## src/rtl/sau_pkg.sv

```systemverilog
package sau_pkg;

    typedef enum logic [1:0] {
        OP_PASS = 2'b00,
        OP_ADD  = 2'b01,
        OP_SUB  = 2'b10,
        OP_DEC  = 2'b11
    } sau_op_e;

    // Operand-conditioned inputs of one full-adder step
    typedef struct packed {
        logic a;
        logic b;
        logic cin;
    } fa_in_t;

    typedef struct packed {
        logic sum;
        logic cout;
    } fa_out_t;

    function automatic logic op_is_arith(sau_op_e op);
        return op != OP_PASS;
    endfunction

    function automatic logic op_start_carry(sau_op_e op);
        return op == OP_SUB;
    endfunction

    function automatic fa_out_t full_add(fa_in_t x);
        fa_out_t r;
        r.sum  = x.a ^ x.b ^ x.cin;
        r.cout = (x.a & x.b) | (x.a & x.cin) | (x.b & x.cin);
        return r;
    endfunction

endpackage

```

## src/rtl/sau_operand_cond.sv

```systemverilog
module sau_operand_cond
    import sau_pkg::*;
(
    input  sau_op_e op,
    input  logic    first_slot,
    input  logic    carry_q,
    input  logic    acc_bit,
    input  logic    opd_bit,
    output fa_in_t  fa_in
);

    logic opd_eff;

    always_comb begin
        unique case (op)
            OP_ADD:  opd_eff = opd_bit;
            OP_SUB:  opd_eff = ~opd_bit;
            OP_DEC:  opd_eff = 1'b1;
            default: opd_eff = 1'b0;
        endcase
    end

    always_comb begin
        fa_in.a = acc_bit;
        fa_in.b = opd_eff;
        if (!op_is_arith(op))
            fa_in.cin = 1'b0;
        else if (first_slot)
            fa_in.cin = op_start_carry(op);
        else
            fa_in.cin = carry_q;
    end

endmodule

```

## src/rtl/sau_carry_stage.sv

```systemverilog
module sau_carry_stage
    import sau_pkg::*;
(
    input  logic    clk,
    input  logic    rst,
    input  logic    arith,
    input  fa_in_t  fa_in,
    output fa_out_t fa_out,
    output logic    carry_q
);

    assign fa_out = full_add(fa_in);

    always_ff @(posedge clk) begin
        if (rst)
            carry_q <= 1'b0;
        else if (arith)
            carry_q <= fa_out.cout;
        else
            carry_q <= 1'b0;
    end

endmodule

```

## src/rtl/sau_ovf_flag.sv

```systemverilog
module sau_ovf_flag (
    input  logic clk,
    input  logic rst,
    input  logic capture,
    input  logic carry_out,
    output logic ovf_q
);

    always_ff @(posedge clk) begin
        if (rst)
            ovf_q <= 1'b0;
        else if (capture)
            ovf_q <= carry_out;
    end

    AST_OVF_HOLDS: assert property (@(posedge clk) disable iff (rst)
        !capture |=> $stable(ovf_q));

    AST_OVF_RESET: assert property (@(posedge clk)
        rst |=> (ovf_q == 1'b0));

endmodule

```

## src/rtl/sau_result_shreg.sv

```systemverilog
module sau_result_shreg #(
    parameter int unsigned WIDTH = 8
) (
    input  logic             clk,
    input  logic             rst,
    input  logic             bit_in,
    output logic [WIDTH-1:0] res_q
);

    always_ff @(posedge clk) begin
        if (rst)
            res_q <= '0;
        else
            res_q <= {bit_in, res_q[WIDTH-1:1]};
    end

    AST_SHIFT_TOP: assert property (@(posedge clk) disable iff (rst)
        1'b1 |=> (res_q[WIDTH-1] == $past(bit_in)));

    AST_RES_RESET: assert property (@(posedge clk)
        rst |=> (res_q == '0));

endmodule

```

## src/rtl/serial_adder_unit.sv

```systemverilog
module serial_adder_unit
    import sau_pkg::*;
#(
    parameter int unsigned WIDTH  = 8,
    parameter int unsigned SLOT_W = $clog2(WIDTH)
) (
    input  logic              clk,
    input  logic              rst,
    input  logic [1:0]        op_i,
    input  logic [SLOT_W-1:0] slot_i,
    input  logic              acc_bit_i,
    input  logic              opd_bit_i,
    output logic              sum_bit_o,
    output logic              ovf_o,
    output logic [WIDTH-1:0]  res_o
);

    localparam logic [SLOT_W-1:0] FIRST_SLOT = '0;
    localparam logic [SLOT_W-1:0] LAST_SLOT  = SLOT_W'(WIDTH - 1);

    sau_op_e op;
    logic    arith;
    logic    first_slot;
    logic    last_slot;
    logic    carry_q;
    fa_in_t  fa_in;
    fa_out_t fa_out;

    assign op         = sau_op_e'(op_i);
    assign arith      = op_is_arith(op);
    assign first_slot = (slot_i == FIRST_SLOT);
    assign last_slot  = (slot_i == LAST_SLOT);

    sau_operand_cond u_cond (
        .op         (op),
        .first_slot (first_slot),
        .carry_q    (carry_q),
        .acc_bit    (acc_bit_i),
        .opd_bit    (opd_bit_i),
        .fa_in      (fa_in)
    );

    sau_carry_stage u_carry (
        .clk     (clk),
        .rst     (rst),
        .arith   (arith),
        .fa_in   (fa_in),
        .fa_out  (fa_out),
        .carry_q (carry_q)
    );

    sau_ovf_flag u_ovf (
        .clk       (clk),
        .rst       (rst),
        .capture   (arith && last_slot),
        .carry_out (fa_out.cout),
        .ovf_q     (ovf_o)
    );

    sau_result_shreg #(.WIDTH(WIDTH)) u_res (
        .clk    (clk),
        .rst    (rst),
        .bit_in (fa_out.sum),
        .res_q  (res_o)
    );

    assign sum_bit_o = fa_out.sum;

    AST_PASS_THROUGH: assert property (@(posedge clk) disable iff (rst)
        (op == OP_PASS) |-> (sum_bit_o == acc_bit_i));

    AST_ADD_FRESH_CARRY: assert property (@(posedge clk) disable iff (rst)
        (op == OP_ADD && first_slot) |-> (sum_bit_o == (acc_bit_i ^ opd_bit_i)));

    AST_DEC_LSB: assert property (@(posedge clk) disable iff (rst)
        (op == OP_DEC && first_slot) |-> (sum_bit_o == ~acc_bit_i));

    AST_SUB_LSB: assert property (@(posedge clk) disable iff (rst)
        (op == OP_SUB && first_slot) |-> (sum_bit_o == (acc_bit_i ^ opd_bit_i)));

endmodule

```

## config.mk

```make
export PLATFORM = sky130hd
export DESIGN_NAME = serial_adder_unit
export DESIGN_NICKNAME = d
export VERILOG_FILES = /design/src/rtl/sau_pkg.sv /design/src/rtl/sau_operand_cond.sv /design/src/rtl/sau_carry_stage.sv /design/src/rtl/sau_ovf_flag.sv /design/src/rtl/sau_result_shreg.sv /design/src/rtl/serial_adder_unit.sv
export SDC_FILE = /design/constraint.sdc
export NUM_CORES = 1
export LEC_CHECK = 0
export CAP_MARGIN = 40
export CORE_AREA = 2 2 39 41
export DETAILED_ROUTE_END_ITERATION = 10
export DIE_AREA = 0 0 41 43
export PLACE_DENSITY = 0.65
export SLEW_MARGIN = 20
export SYNTH_ARGS = -nofsm -noshare
export SYNTH_HDL_FRONTEND = slang
export SYNTH_SLANG_ARGS = --single-unit
```

## constraint.sdc

```tcl
create_clock -name clk -period 2.7 [get_ports clk]
set_input_delay 0.81 -clock clk [delete_from_list [all_inputs] [get_ports clk]]
set_output_delay 0.81 -clock clk [all_outputs]
set_load 0.1 [all_outputs]
```

# Word level (Yosys, flattened, before mapping)
# Cells that the tools add are included.
totals:
  reg_bits: 10
  in_bits: 9
  output_inout_bits: 10
  wordCells: 23
op_classes:
  eq_ne: 4
  muxes: 3
  n_bitwise: 9
  reduce_logical: 4
op_table:
  columns: ["operator", "n"]
  rows:
  - ["$eq 2x2->1 const B", 2]
  - ["$and 1x1->1", 3]
  - ["$eq 3x3->1 const B", 1]
  - ["$logic_not 3->1", 1]
  - ["$pmux 1 s3", 1]
  - ["$eq 2x1->1 const B", 1]
  - ["$mux 1", 2]
  - ["$not 1->1", 2]
  - ["$or 1x1->1", 2]
  - ["$reduce_bool 2->1", 1]
  - ["$reduce_or 2->1", 1]
  - ["$xor 1x1->1", 2]
  - ["$logic_and 1x1->1", 1]

# Logic depth before layout (Yosys ltp)
# Gate-level depths: netlist of the first run.
logic_depth:
  depth_word: 6
  depth_mapped: 5
  mapped_depth_nobuf: 5

# By module
# Synthesis of the first run repeated with hierarchy kept, for this count alone.
hier_totals:
  hier_cells: 30
  hier_area_um2: 356.6
modules_own_cells:
  columns: ["module", "instances", "cells_per_inst", "area_each_um2", "seq_area_each_um2"]
  rows:
  - ["sau_result_shreg", 1, 16, 210.2, 160.2]
  - ["sau_carry_stage", 1, 3, 48.8, 20.0]
  - ["sau_operand_cond", 1, 5, 41.3, 0.0]
  - ["sau_ovf_flag", 1, 3, 33.8, 20.0]
  - ["serial_adder_unit", 1, 3, 22.5, 0.0]

# Least setup slack after synthesis of the first run
# Ideal clock, no wire load.
synth_path:
  kind: "input -> output"
  startpoint: "input port slot_i[0]"
  endpoint: "output port sum_bit_o"
  t_arrival_ns: 2.263
  setup_slack_ns: -0.373
  cell_stages: 4
  path_buffers: 0
  cell_sequence: "o31a_1 o22ai_1 fa_1 inv_1"
synth_between:
  elab_chain_cells: 4
synth_lines:
  columns: ["element", "line", "rtl"]
  rows:
  - ["from (decl)", "serial_adder_unit.sv:10", "input logic [SLOT_W-1:0] slot_i,"]
  - ["$logic_not 3->1", "serial_adder_unit.sv:31", "assign first_slot = (slot_i == FIRST_SLOT);"]
  - ["$mux 1", "sau_operand_cond.sv:28", "else if (first_slot)"]
  - ["$mux 1", "sau_operand_cond.sv:26", "if (!op_is_arith(op))"]
  - ["$xor 1x1->1", "sau_pkg.sv:32", "r.sum = x.a ^ x.b ^ x.cin;"]
  - ["to (decl)", "serial_adder_unit.sv:13", "output logic sum_bit_o,"]
# Every way passes these cells.

# Worst setup path after layout of the first run
# Same ends and word-level chain as after synthesis.

==> flow_summary_export.csv, run 1 <==
group,metric,value,unit
setup_path,criticalPathCategory,"primary input to output port",
floorplan,design.core.area,1380,µm²
logic_synthesis,synth.cell_area,365,µm²
setup_path,max_stage_delay,0.57,ns
cts,hold_buffers,0,
floorplan,floorplan.die_area,1760,µm²
cells_and_area,area_growth_syn_to_layout,69.9,%
detailed_routing,drc,0,
setup_path,start_kind,"primary input",
timing,setup_repair_after_global_routing_missed_its_margin,"yes",
flow_run,cap_viol_max_count,0,
logic_synthesis,yosys.cell_types.count,12,
cells_and_area,fraction_of_final_layout_cells_sized_beyond_drive_strength_1,59.3,%
timing,hold_viol,0,
floorplan,std_cell_rows,14,
cells_and_area,number_of_fillers_in_the_final_layout,135,
logic_synthesis,yosysWarningCount,0,
setup_path,worst_path_buffer_plus_inverter_count,3,
detailed_routing,num_vias,310,
logic_synthesis,synthesis.nets,41,
floorplan,die_h,43,µm
global_route,antenna_found_initial,0,
global_route,gr-usage-all-layers,10.6,%
cts,clock_tree.root_cell,"clkbuf_4",
cts,cts_tree,"yes",
setup_path,worstSetupPathDepth,6,
setup_path,cp_data_required_time,1.89,ns
timing,period_needed,2.95,ns
setup_path,crit_start,"slot_i[0]",
cts,cts-root-to-sink-buffers,2,
setup_path,cp_cell_sequence,"buf_8 > nor4_4 > o22ai_2 > fa_2 > clkinvlp_4 > buf_12",
pwr,irDropWorstVdd,0.307,mV
placement,post-dp-hpwl,551,µm
global_route,grt_max_degree,11,
detailed_routing,routed_wirelength,740,µm
detailed_routing,vias_per_cell,4.43,
pwr,total_power,0.000404,W
logic_synthesis,ys_top_cells_by_area,"dfxtp_1 (55%), and2b_2 (17%), fa_1 (5.5%)",
run_status,violations_in_the_final_reports,"setup timing",
global_route,grt_pass1_vias,283,
cells_and_area,area_of_combinational_cells_with_multiple_inputs,181,µm²
cells_and_area,n_antenna_cell,0,
timing,final-max-slew-violation-count,0,
pwr,power.leakage,0.300,nW
cells_and_area,layout.area.seq,200,µm²
setup_path,critical-path-top-delay-family,"adder cells",
logic_synthesis,syn_avg_cell_area,11.8,µm²
cts,clk-insertion-delay-late,0.26,ns
floorplan,ioPinCount,19,
detailed_routing,detail_route.first_pass.iterations,1,
cells_and_area,layout.core_utilization,44.8,%
run_status,outcome,"complete, but fails checks",
floorplan,starting_density_of_the_core,26.4,%
hold_path,min-delay-start,"u_ovf.ovf_q",
timing,fin_ws,-0.251,ns
detailed_routing,remaining_number_of_nets_flagged_by_the_antenna_check_after_routing,0,
setup_path,endpoint_type_of_the_worst_setup_path,"output port",
cts,tritoncts.num_buffers,3,
timing,max-slew-margin-rel,81.3,%
timing,hold_ws,0.479,ns
global_route,global_route.overflow_total,0,
floorplan,horizontal_extent_of_the_die,41,µm
cts,tritoncts_sinks,10,
cts,cts.reportedPaths.clkPinSlew,0.07,ns
detailed_routing,dr.first_iter.drc_count,0,
logic_synthesis,postSynthCellCount,31,
logic_synthesis,synth_area_leader_cell,"dfxtp_1",
hold_path,min_path_cells,2,
setup_path,worstPathMaxFanout,3,
logic_synthesis,synth_seq_cells,10,
setup_path,critical-path-slowest-cell,"fa_2",
detailed_routing,avgRoutedWirePerCell,10.6,µm
global_route,grt_pass1_wl,1.19,mm
placement,routabilityCongestion,0.861,
timing,tightestPinTransition,0.280,ns
cts,clock_tree.htree_level_count,1,
placement,portBuffers,18,
logic_synthesis,synth_sequential_area_ratio,54.8,%
setup_path,ff2ff_path_depth,5,
timing,layout_worst_path_cycle_share,109,%
logic_synthesis,synthDominantCellAreaShare,54.8,%
setup_path,r2r_start,"u_carry.carry_q",
timing,setup_viol,1,
timing,final_worst_clock_skew,0.00423,ns
pwr,power.density_cell_area,650,nW/µm²
timing,timing.fmax,339,MHz
cells_and_area,finish.net_count,65,
setup_path,critPathArrivalTime,2.14,ns
hold_path,hold_class,"register to register",
-- layout make-up --
cell class | count | share of cell area [%]
Clock buffer | 4 | 5.85
Inverter | 2 | 1.81
Multi-Input combinational cell | 19 | 29.2
Sequential cell | 10 | 32.3
Tap cell | 16 | 3.23
Timing Repair Buffer | 19 | 27.6
-- per-layer routing --
layer,vias to the layer above,wire length (µm),track usage [%]
met5,-,0,0
met4,0,20,10.0
met3,2,65,3.14
met2,13,336,14.1
met1,144,318,12.7
li1,151,-,-
-- timing repair --
| action | in CTS | in global routing |
|---|---|---|
| endpoints found under the setup margin | 1 | 1 |
| gates resized for setup | 24 | 4 |
| setup buffers | 0 | 0 |
| pin swaps | 3 | 1 |
| cloned | 0 | 0 |
-- worst register-to-register path, stage by stage, from the launching register on --
cell and delay, ns:
dfxtp_1 0.31, o31a_1 0.13, o22ai_2 0.08, fa_2 0.32
or2_0 0.24, mux2i_1 0.12
-- registers in the layout, summed over array words and instances (netlist names) --
register         cells
u_ovf.ovf_q          1
u_carry.carry_q      1
u_res.res_q          8
-- placed cells by master (no fill, tap or decap), drive strengths merged --
cell,n
and2b,7
buf,15
clkbuf,4
clkdlybuf4s50,1
clkinvlp,1
dfxtp,10
dlygate4sd2,2
dlymetal6s2s,1
fa,1
inv,1
mux2i,2
nand2b,1
nor2,3
nor4,1
o2111ai,1
o22ai,1
o31a,1
or2,1
-- synth_stat cells (all sizes together) --
cell,n
fa,1
nand2b,1
and2b,7
o31a,1
inv,2
o22ai,1
nor2,3
o2111ai,1
nor4,1
or2,1
dfxtp,10
mux2i,2
-- logic make-up after synthesis --
kind of cell | count (synthesis) | synth area share, %
mux | 2 | 5.48
buf+inv | 2 | 2.06
compound gates | 3 | 6.51
flops | 10 | 54.8
fa+ha+maj | 1 | 5.48
simple gates | 13 | 25.7
-- where the power goes --
part / switching, W / internal, W
sequential: 0.00000251 / 0.000153
clock: 0.0000504 / 0.0000817
combinational: 0.0000778 / 0.0000379
total: 0.000131 / 0.000273
-- metrics by stage --
step | setup WS, ns | area [µm²] | setup TNS (ns) | cells
6_report | -0.251 | 621 | -0.251 | 70
5_1_grt | -0.316 | 621 | -0.316 | 70
4_1_cts | -0.307 | 622 | -0.307 | 70
3_5_place_dp | -0.634 | 564 | -0.634 | 66
3_3_place_gp | -0.640 | 564 | -0.640 | 66
2_1_floorplan | -0.268 | 369 | -0.268 | 31
-- final timing paths --
kind                 end  slack [ns]
max            sum_bit_o       -0.25
min          u_ovf.ovf_q        0.48
max reg2reg  u_ovf.ovf_q        1.42
min reg2reg  u_ovf.ovf_q        0.48
No activity file was read; power rests on OpenSTA's default activity.
==> run 2, diff against run 1 <==
--- a/config.mk
+++ b/config.mk
@@ -10,6 +10,7 @@
 export DETAILED_ROUTE_END_ITERATION = 10
 export DIE_AREA = 0 0 41 43
 export PLACE_DENSITY = 0.65
+export SKIP_CTS_REPAIR_TIMING = 1
 export SLEW_MARGIN = 20
 export SYNTH_ARGS = -nofsm -noshare
 export SYNTH_HDL_FRONTEND = slang
==> flow_summary_export.csv, run 2 (synthesized netlist as in run 1, its figures left out) <==
group,metric,value,unit
cells_and_area,n_antenna_cell,0,
cts,tritoncts_sinks,10,
global_route,grt_pass1_vias,278,
placement,detailedPlace.worstSlack,-0.634,ns
run_status,outcome,"complete, but fails checks",
floorplan,ioPinCount,19,
timing,setup_viol,1,
flow_run,cap_viol_max_count,0,
setup_path,worstPathMaxFanout,2,
hold_path,hold_class,"register to register",
cells_and_area,most_used_cells_in_the_layout_excluding_fill_and_tap_cells,"buf_4 (10), dfxtp_1 (10), and2b_2 (7)",
timing,final-max-slew-violation-count,0,
cts,cts.reportedPaths.clkPinSlew,0.07,ns
setup_path,start_kind,"primary input",
setup_path,criticalPathCategory,"primary input to output port",
cells_and_area,area_growth_syn_to_layout,73.6,%
detailed_routing,remaining_number_of_nets_flagged_by_the_antenna_check_after_routing,0,
cts,cts_tree,"yes",
global_route,gr-usage-all-layers,10.2,%
setup_path,critical-path-slowest-cell,"fa_1",
global_route,grt_pass1_wl,1.14,mm
cells_and_area,max_flop_register,"u_res.res_q",
global_route,grt_max_degree,11,
setup_path,cp_cell_sequence,"buf_8 > nor4_4 > o22ai_2 > fa_1 > clkinvlp_4 > buf_12",
cells_and_area,layout_top_registers,"u_res.res_q x8, u_carry.carry_q x1, u_ovf.ovf_q x1",
detailed_routing,routed_wirelength,751,µm
timing,final_worst_clock_skew,0.00217,ns
cells_and_area,post-route-cell-area,634,µm²
cts,clk-insertion-delay-late,0.26,ns
cells_and_area,number_of_fillers_in_the_final_layout,135,
detailed_routing,num_vias,304,
pwr,power.leakage,0.316,nW
floorplan,floorplan.die_area,1760,µm²
cells_and_area,layout.core_utilization,45.8,%
cts,tritoncts.num_buffers,3,
floorplan,starting_density_of_the_core,26.4,%
timing,setup_repair_after_global_routing_missed_its_margin,"yes",
cells_and_area,fraction_of_final_layout_cells_sized_beyond_drive_strength_1,55.6,%
cts,clock_tree.htree_level_count,1,
placement,routabilityCongestion,0.861,
setup_path,cp_data_required_time,1.89,ns
floorplan,std_cell_rows,14,
timing,tightestPinTransition,0.280,ns
placement,post-dp-hpwl,551,µm
floorplan,design.core.area,1380,µm²
setup_path,worst_path_buffer_plus_inverter_count,3,
setup_path,max_stage_delay,0.61,ns
timing,period_needed,3.01,ns
timing,fin_ws,-0.315,ns
timing,hold_viol,0,
placement,placed_cell_area,564,µm²
global_route,global_route.overflow_total,0,
pwr,power.density_cell_area,636,nW/µm²
cells_and_area,finish.net_count,65,
setup_path,critPathArrivalTime,2.20,ns
floorplan,horizontal_extent_of_the_die,41,µm
setup_path,endpoint_type_of_the_worst_setup_path,"output port",
setup_path,critical-path-top-delay-family,"adder cells",
detailed_routing,drc,0,
cts,clock_tree.root_cell,"clkbuf_4",
global_route,antenna_found_initial,0,
timing,timing.fmax,332,MHz
pwr,irDropWorstVdd,0.303,mV
timing,max-slew-margin-rel,81.5,%
timing,layout_worst_path_cycle_share,112,%
detailed_routing,avgRoutedWirePerCell,10.7,µm
run_status,violations_in_the_final_reports,"setup timing",
cells_and_area,largest_reg_flops,8,
placement,portBuffers,18,
floorplan,die_h,43,µm
detailed_routing,vias_per_cell,4.34,
detailed_routing,dr.first_iter.drc_count,1,
cts,cts-root-to-sink-buffers,2,
detailed_routing,detail_route.first_pass.iterations,4,
run 2: power by group:
part | switching (W) | internal (W) | leakage, nW
registers | 0.00000254 | 0.000153 | 0.0813
logic | 0.0000777 | 0.0000392 | 0.214
clock network | 0.0000492 | 0.0000817 | 0.0210
total | 0.000130 | 0.000274 | 0.316
run 2: worst register-to-register path, delay by kind of cell, from the launching register on:
kind	cells	cell delay, ns
AOI/OAI and AO/OA	2	0.22
adders and majority gates	1	0.41
DFF	1	0.31
muxes	1	0.12
and+or+nand+nor	1	0.25
run 2: routing by layer:
metal / share of wire, % / GRT usage [%] / vias to the layer above / wire length (µm)
met4: 2.7 / 10.0 / 0 / 20
met3: 9.1 / 3.14 / 2 / 68
li1: - / - / 149 / -
met5: 0 / 0 / - / 0
met1: 42 / 12.4 / 138 / 316
met2: 46 / 13.1 / 15 / 345
run 2: worst paths after layout:
| path | from | to | slack (ns) | cells past startpoint |
|---|---|---|---|---|
| max | op_i[0] | sum_bit_o | -0.31 | 6 |
| min | u_res.res_q[6] | u_res.res_q[5] | 0.48 | 1 |
| max reg2reg | u_carry.carry_q | u_ovf.ovf_q | 1.33 | 5 |
| min reg2reg | u_res.res_q[6] | u_res.res_q[5] | 0.48 | 1 |
run 2: cell type report:
| type | count | area (µm²) | share of cell area, % |
|---|---|---|---|
| Timing Repair Buffer | 19 | 184 | 29.0 |
| Clock buffer | 4 | 36.3 | 5.72 |
| Sequential cell | 10 | 200 | 31.6 |
| Tap cell | 16 | 20.0 | 3.16 |
| Inverter | 2 | 11.3 | 1.78 |
| Multi-Input combinational cell | 19 | 183 | 28.8 |
run 2: metrics by stage:
| step | hold WS (ns) | total power, W | std cells | setup TNS [ns] |
|---|---|---|---|---|
| after floorplan | 0.835 | 0.000232 | 31 | -0.268 |
| after global placement | 0.458 | 0.000272 | 66 | -0.640 |
| after detailed placement | 0.465 | 0.000272 | 66 | -0.634 |
| after CTS | 0.482 | 0.000407 | 70 | -0.652 |
| after global routing | 0.493 | 0.000428 | 70 | -0.397 |
| final | 0.477 | 0.000404 | 70 | -0.315 |
